**config.mk**
```make
export PLATFORM = sky130hd
export DESIGN_NAME = irq_reg_bank
export DESIGN_NICKNAME = d
export VERILOG_FILES = /design/src/rtl/irq_bank_pkg.sv /design/src/rtl/irq_bus_decode.sv /design/src/rtl/irq_flag_bank.sv /design/src/rtl/irq_prio_bank.sv /design/src/rtl/irq_reg_bank.sv
export SDC_FILE = /design/constraint.sdc
export NUM_CORES = 1
export LEC_CHECK = 0
export ABC_AREA = 1
export CORE_AREA = 2 2 290 292
export DETAILED_ROUTE_END_ITERATION = 10
export DIE_AREA = 0 0 292 294
export GPL_TIMING_DRIVEN = 1
export SLEW_MARGIN = 20
export SYNTH_ARGS = -nofsm -noshare
export SYNTH_HDL_FRONTEND = slang
export SYNTH_HIERARCHICAL = 1
export SYNTH_SLANG_ARGS = --single-unit
```
**constraint.sdc**
```tcl
create_clock -name clk -period 2.5 [get_ports clk]
set_input_delay 0.5 -clock clk [delete_from_list [all_inputs] [get_ports clk]]
set_output_delay 0.5 -clock clk [all_outputs]
set_load 0.02 [all_outputs]
```
**src/rtl/irq_bank_pkg.sv**
```systemverilog
package irq_bank_pkg;
    localparam int ADDR_W = 6;
    localparam int DATA_W = 32;

    typedef enum logic [2:0] {
        GRP_EN_SET = 3'd0,
        GRP_EN_CLR = 3'd1,
        GRP_PD_SET = 3'd2,
        GRP_PD_CLR = 3'd3,
        GRP_ACT    = 3'd4,
        GRP_PRIO   = 3'd5,
        GRP_NONE   = 3'd6
    } grp_e;
endpackage

```
**src/rtl/irq_bus_decode.sv**
```systemverilog
module irq_bus_decode
    import irq_bank_pkg::*;
#(
    parameter int LINES = 68
) (
    input  logic [ADDR_W-1:0] addr,
    input  logic              wr_en,
    input  logic [DATA_W-1:0] wdata,
    output grp_e              grp,
    output logic [1:0]        wsel,
    output logic [4:0]        psel,
    output logic              hit,
    output logic [LINES-1:0]  en_set,
    output logic [LINES-1:0]  en_clr,
    output logic [LINES-1:0]  pd_set,
    output logic [LINES-1:0]  pd_clr,
    output logic [((LINES+3)/4)-1:0] prio_we
);
    localparam int WORDS  = (LINES + 31) / 32;
    localparam int PWORDS = (LINES + 3) / 4;

    logic [LINES-1:0] line_hit;

    always_comb begin
        grp  = GRP_NONE;
        wsel = addr[1:0];
        psel = addr[4:0];
        hit  = 1'b0;
        if (addr[5]) begin
            grp = GRP_PRIO;
            hit = (int'(psel) < PWORDS);
        end else begin
            case (addr[4:2])
                3'd0:    grp = GRP_EN_SET;
                3'd1:    grp = GRP_EN_CLR;
                3'd2:    grp = GRP_PD_SET;
                3'd3:    grp = GRP_PD_CLR;
                3'd4:    grp = GRP_ACT;
                default: grp = GRP_NONE;
            endcase
            hit = (grp != GRP_NONE) && (int'(wsel) < WORDS);
        end
    end

    for (genvar n = 0; n < LINES; n++) begin : g_line
        localparam int WIDX = n / 32;
        localparam int BIDX = n % 32;
        assign line_hit[n] = wr_en && hit && !addr[5] && (wsel == 2'(WIDX)) && wdata[BIDX];
        assign en_set[n]   = line_hit[n] && (grp == GRP_EN_SET);
        assign en_clr[n]   = line_hit[n] && (grp == GRP_EN_CLR);
        assign pd_set[n]   = line_hit[n] && (grp == GRP_PD_SET);
        assign pd_clr[n]   = line_hit[n] && (grp == GRP_PD_CLR);
    end

    for (genvar m = 0; m < PWORDS; m++) begin : g_pword
        assign prio_we[m] = wr_en && hit && (grp == GRP_PRIO) && (psel == 5'(m));
    end
endmodule

```
**src/rtl/irq_flag_bank.sv**
```systemverilog
module irq_flag_bank #(
    parameter int N = 68
) (
    input  logic         clk,
    input  logic         rst_n,
    input  logic [N-1:0] sw_set,
    input  logic [N-1:0] sw_clr,
    input  logic [N-1:0] hw_set,
    input  logic [N-1:0] hw_clr,
    output logic [N-1:0] flags
);
    typedef struct packed {
        logic [N-1:0] bits;
    } flag_s;

    flag_s st_d, st_q;
    logic [N-1:0] any_set, any_clr;

    assign any_set = sw_set | hw_set;
    assign any_clr = sw_clr | hw_clr;

    always_comb begin
        st_d      = st_q;
        st_d.bits = (st_q.bits & ~any_clr) | any_set;
    end

    always_ff @(posedge clk or negedge rst_n) begin
        if (!rst_n) st_q <= '0;
        else        st_q <= st_d;
    end

    assign flags = st_q.bits;

    // Set dominates clear in the same cycle (R11 for pending, R6 for active)
    p_set_dominates_r11: assert property (@(posedge clk) disable iff (!rst_n)
        (any_set != '0) |=> ((st_q.bits & $past(any_set)) == $past(any_set)));

    p_clear_drops_r3: assert property (@(posedge clk) disable iff (!rst_n)
        ((any_clr & ~any_set) != '0) |=> ((st_q.bits & $past(any_clr & ~any_set)) == '0));

    p_idle_holds_r2: assert property (@(posedge clk) disable iff (!rst_n)
        ((any_set | any_clr) == '0) |=> $stable(st_q.bits));
endmodule

```
**src/rtl/irq_prio_bank.sv**
```systemverilog
module irq_prio_bank
    import irq_bank_pkg::*;
#(
    parameter int LINES = 68
) (
    input  logic                      clk,
    input  logic                      rst_n,
    input  logic [((LINES+3)/4)-1:0]  we,
    input  logic [DATA_W-1:0]         wdata,
    output logic [LINES*4-1:0]        prio
);
    typedef struct packed {
        logic [LINES-1:0][3:0] nib;
    } prio_s;

    prio_s st_d, st_q;

    always_comb begin
        st_d = st_q;
        for (int n = 0; n < LINES; n++) begin
            if (we[n / 4]) st_d.nib[n] = wdata[(n % 4) * 8 + 4 +: 4];
        end
    end

    always_ff @(posedge clk or negedge rst_n) begin
        if (!rst_n) st_q <= '0;
        else        st_q <= st_d;
    end

    assign prio = st_q;

    p_prio_hold_r8: assert property (@(posedge clk) disable iff (!rst_n)
        (we == '0) |=> $stable(st_q));

    for (genvar n = 0; n < LINES; n++) begin : g_chk
        p_prio_capture_r9: assert property (@(posedge clk) disable iff (!rst_n)
            we[n / 4] |=> (st_q.nib[n] == $past(wdata[(n % 4) * 8 + 4 +: 4])));
    end
endmodule

```
**src/rtl/irq_reg_bank.sv**
```systemverilog
module irq_reg_bank
    import irq_bank_pkg::*;
#(
    parameter int LINES = 68
) (
    input  logic              clk,
    input  logic              rst_n,
    input  logic [5:0]        bus_addr,
    input  logic              bus_wr,
    input  logic              bus_rd,
    input  logic [31:0]       bus_wdata,
    output logic [31:0]       bus_rdata,
    input  logic [LINES-1:0]  hw_pend_set,
    input  logic [LINES-1:0]  act_set,
    input  logic [LINES-1:0]  act_clr,
    output logic [LINES-1:0]  irq_enable,
    output logic [LINES-1:0]  irq_pending,
    output logic [LINES-1:0]  irq_active,
    output logic [LINES*4-1:0] irq_prio
);
    localparam int WORDS     = (LINES + 31) / 32;
    localparam int PWORDS    = (LINES + 3) / 4;
    localparam int PAD       = WORDS * 32;
    localparam int TAIL_BITS = LINES - (WORDS - 1) * 32;
    localparam logic [31:0] TAIL_MASK =
        (TAIL_BITS == 32) ? 32'h0 : ~((32'h1 << TAIL_BITS) - 32'h1);

    typedef struct packed {
        logic [31:0] rdata;
    } rd_s;

    grp_e              grp;
    logic [1:0]        wsel;
    logic [4:0]        psel;
    logic              hit;
    logic [LINES-1:0]  en_set, en_clr, pd_set, pd_clr;
    logic [PWORDS-1:0] prio_we;
    logic [WORDS-1:0][31:0] en_w, pd_w, act_w;
    logic [31:0]       rd_word;
    rd_s               rd_d, rd_q;

    irq_bus_decode #(.LINES(LINES)) u_dec (
        .addr    (bus_addr),
        .wr_en   (bus_wr),
        .wdata   (bus_wdata),
        .grp     (grp),
        .wsel    (wsel),
        .psel    (psel),
        .hit     (hit),
        .en_set  (en_set),
        .en_clr  (en_clr),
        .pd_set  (pd_set),
        .pd_clr  (pd_clr),
        .prio_we (prio_we)
    );

    irq_flag_bank #(.N(LINES)) u_enable (
        .clk    (clk),
        .rst_n  (rst_n),
        .sw_set (en_set),
        .sw_clr (en_clr),
        .hw_set ('0),
        .hw_clr ('0),
        .flags  (irq_enable)
    );

    irq_flag_bank #(.N(LINES)) u_pending (
        .clk    (clk),
        .rst_n  (rst_n),
        .sw_set (pd_set),
        .sw_clr (pd_clr),
        .hw_set (hw_pend_set),
        .hw_clr ('0),
        .flags  (irq_pending)
    );

    irq_flag_bank #(.N(LINES)) u_active (
        .clk    (clk),
        .rst_n  (rst_n),
        .sw_set ('0),
        .sw_clr ('0),
        .hw_set (act_set),
        .hw_clr (act_clr),
        .flags  (irq_active)
    );

    irq_prio_bank #(.LINES(LINES)) u_prio (
        .clk   (clk),
        .rst_n (rst_n),
        .we    (prio_we),
        .wdata (bus_wdata),
        .prio  (irq_prio)
    );

    assign en_w  = PAD'(irq_enable);
    assign pd_w  = PAD'(irq_pending);
    assign act_w = PAD'(irq_active);

    always_comb begin
        rd_word = '0;
        if (hit) begin
            case (grp)
                GRP_EN_SET, GRP_EN_CLR: rd_word = en_w[wsel];
                GRP_PD_SET, GRP_PD_CLR: rd_word = pd_w[wsel];
                GRP_ACT:                rd_word = act_w[wsel];
                GRP_PRIO: begin
                    for (int k = 0; k < 4; k++) begin
                        if (int'(psel) * 4 + k < LINES)
                            rd_word[k * 8 + 4 +: 4] = irq_prio[(int'(psel) * 4 + k) * 4 +: 4];
                    end
                end
                default: rd_word = '0;
            endcase
        end
    end

    always_comb begin
        rd_d = rd_q;
        if (bus_rd) rd_d.rdata = rd_word;
    end

    always_ff @(posedge clk or negedge rst_n) begin
        if (!rst_n) rd_q <= '0;
        else        rd_q <= rd_d;
    end

    assign bus_rdata = rd_q.rdata;

    p_rdata_hold_r13: assert property (@(posedge clk) disable iff (!rst_n)
        !bus_rd |=> $stable(bus_rdata));

    p_prio_low_zero_r9: assert property (@(posedge clk) disable iff (!rst_n)
        (bus_rd && bus_addr[5]) |=> ((bus_rdata & 32'h0F0F_0F0F) == 32'h0));

    p_tail_zero_r10: assert property (@(posedge clk) disable iff (!rst_n)
        (bus_rd && !bus_addr[5] && (int'(bus_addr[1:0]) == WORDS - 1))
        |=> ((bus_rdata & TAIL_MASK) == 32'h0));

    p_active_ro_r7: assert property (@(posedge clk) disable iff (!rst_n)
        (bus_wr && (grp == GRP_ACT) && (act_set == '0) && (act_clr == '0))
        |=> $stable(irq_active));
endmodule

```
==> impl_metrics.ini, run 1 <==
[sta]
worst_slew_pin_slew_ns = 0.763
worst_clock_skew_ns = 0.0221
holdWs_ns = 0.386
setup_tns_ns = 0
rsz0062_at_grt = false
slew_violations = 0
finalHoldViolCount = 0
maxSlewHeadroom_pct = 49.1
fmax_ghz = 0.416
finalCritPeriodShare_pct = 96.2
period_minus_slack_ns = 2.40
setup_viol = 0

[critical_path]
critPathTopFamily = buffers and inverters
crit_slowest_cell = clkdlybuf4s50_1
crit_buf_inv = 1
reg2reg_to = bus_rdata[6]
reg2reg_depth = 11
r2r-start = u_prio/prio[66]
ff2ff_setup_slack_ns = 0.61
crit_fanout = 3
path_depth = 1
cp-start-kind = flip-flop
critPathMaxStageDelay_ns = 0.81
endpoint_kind = output pin
endpoint = irq_pending[61]
required_ns = 2.00
cp-startpoint = u_pending/flags[61]
path_class = flip-flop to output pin
path_cells = clkdlybuf4s50_1
cp.arrival_ns = 1.90

[routing]
drt_iter0_markers = 2218
drtAntennaViolNets = 0
post_drt_via_cell_ratio = 4.73
drt_wl_total_um = 129000
num_vias = 28800
drc = 0
wl_per_cell_um = 21.1
firstDrtPassIters = 6

[finish]
final_common_cell = nand2_1
final_cell_mix = 1683 x nand2_1, 876 x nor2_1, 749 x clkdlybuf4s50_1, 508 x dfrtp_1, 340 x conb_1
utilization_pct = 48.2
drive_above_1_share_pct = 8.40
regArea_sq_mm = 0.0127
nNetsFinal = 5204
fill_cells = 8276
flow.area_growth_from_synthesis_pct = 47.4
fin_cells = 6092
multi_input_area_sq_mm = 0.0138

[logic_synthesis]
synth-seq-cells = 508
ys_seq_area_share_pct = 46.9
ys_types = 36
synthCells = 3830
yosys_warnings = 6
synth_area_sq_mm = 0.0271
avgSynthCellArea_sq_um = 7.08

[grt]
grt_pass1_vias = 27400
grt_pass1_wl_um = 187000
grt-ovfl-total = 0
antenna_found_initial = 10
grt_max_degree = 75
gr-usage-all-layers_pct = 29.4

[floorplanning]
ios = 754
die_y_um = 294
core_sq_mm = 0.0829
rows = 106
die_w_um = 292
dieArea_sq_mm = 0.0858
start_util_pct = 32.7

[clock_tree]
clk_path_buf_depth = 3
cts_tree = done
hold_buffers = 1
clk_pin_slew_ns = 0.06
cts_resized = 0
cts_max_level = 2
cts-root-buf = clkbuf_16
cts.sinks = 508
clk_latency_ns = 0.65
cts_buffers = 60
cts_setup_buffers = 0

[job]
max_cap_viol_count = 0

[run_status]
status = complete, no violations

[place]
place.gp.congestion = 0.956
hpwl_um = 97900
io_buffers = 753
numPlacedInstances = 5975

[power_and_ir_drop]
peakVddDrop_mv = 0.523
p_leak_nw = 19.1
power_density_mw_per_mm2 = 602

[hold_path]
hold_path.class = input pin to async pin
Yosys cell counts (all sizes together):
cell type,count,area share [%]
inv,59,1.1
or2,4,0.092
conb,1,0.014
nand2,1737,25
mux2i,15,0.55
nand3,152,2.8
o221ai,1,0.032
a21oi,34,0.64
a211oi,1,0.028
o211ai,25,0.69
dfrtp,508,47
o21ai,76,1.4
clkbuf,42,0.58
buf,184,5.3
nand4,73,2.1
a31oi,4,0.092
o31ai,12,0.33
nor3,18,0.35
nor2,884,12
routing by layer:
metal	up-vias	wire length, um	track usage [%]
li1	13800	-	-
met1	13500	50700	36.3
met2	1283	63700	51.4
met3	198	10400	5.88
met4	14	3940	9.25
met5	-	88	0
how the worst min path moves through the flow:
stage / to / slack (ns) / depth (start not counted)
after floorplan: bus_rdata[0] / 0.20 / 0
after global placement: bus_rdata[7] / 0.46 / 2
after detailed placement: bus_rdata[7] / 0.46 / 2
after CTS: u_prio/prio[64] / 0.38 / 2
after global routing: u_prio/prio[64] / 0.40 / 2
final: u_prio/prio[64] / 0.39 / 2
report_power, final:
part           switching, W  internal (W)
combinational       0.00312       0.00231
sequential         0.000779       0.00890
clock               0.00384       0.00512
total               0.00775        0.0163
flip-flops by register name, summed over array words and instances, names as in the netlist:
name             cells
u_prio/prio        272
u_active/flags      68
u_pending/flags     68
bus_rdata           32
u_enable/flags      68
cell families after synthesis:
family / synth area share, %
mux: 0.554
simple gates: 42.3
buf+inv: 7.06
compound gates: 3.23
other cells: 0.0138
flops: 46.9
through the flow:
| stage | total power, W | instance area [sq um] | setup slack, ns |
|---|---|---|---|
| detailed placement | 0.0152 | 38000 | -0.261 |
| floorplan | 0.0120 | 28400 | 0.230 |
| global route | 0.0250 | 40000 | 0.0134 |
| finish | 0.0241 | 40000 | 0.0958 |
| CTS | 0.0243 | 40000 | 0.0311 |
| global placement | 0.0152 | 38000 | -0.211 |
final cells by class:
class	count	area share (%)
inverters	59	0.773
clock inverters	20	0.485
repair buffers	953	24.4
multi-input cells	3376	34.6
flip-flops and latches	508	31.8
clock buffers	93	4.47
diodes	3	0.0188
well taps	1080	3.38
Power figures use the tool's default switching activity.
==> run 2, diff against run 1 <==
SKIP_CTS_REPAIR_TIMING = 1   (was unset)
==> results of run 2 <==
Same layout as run 1: the final DEF is identical, and so are final timing and power.
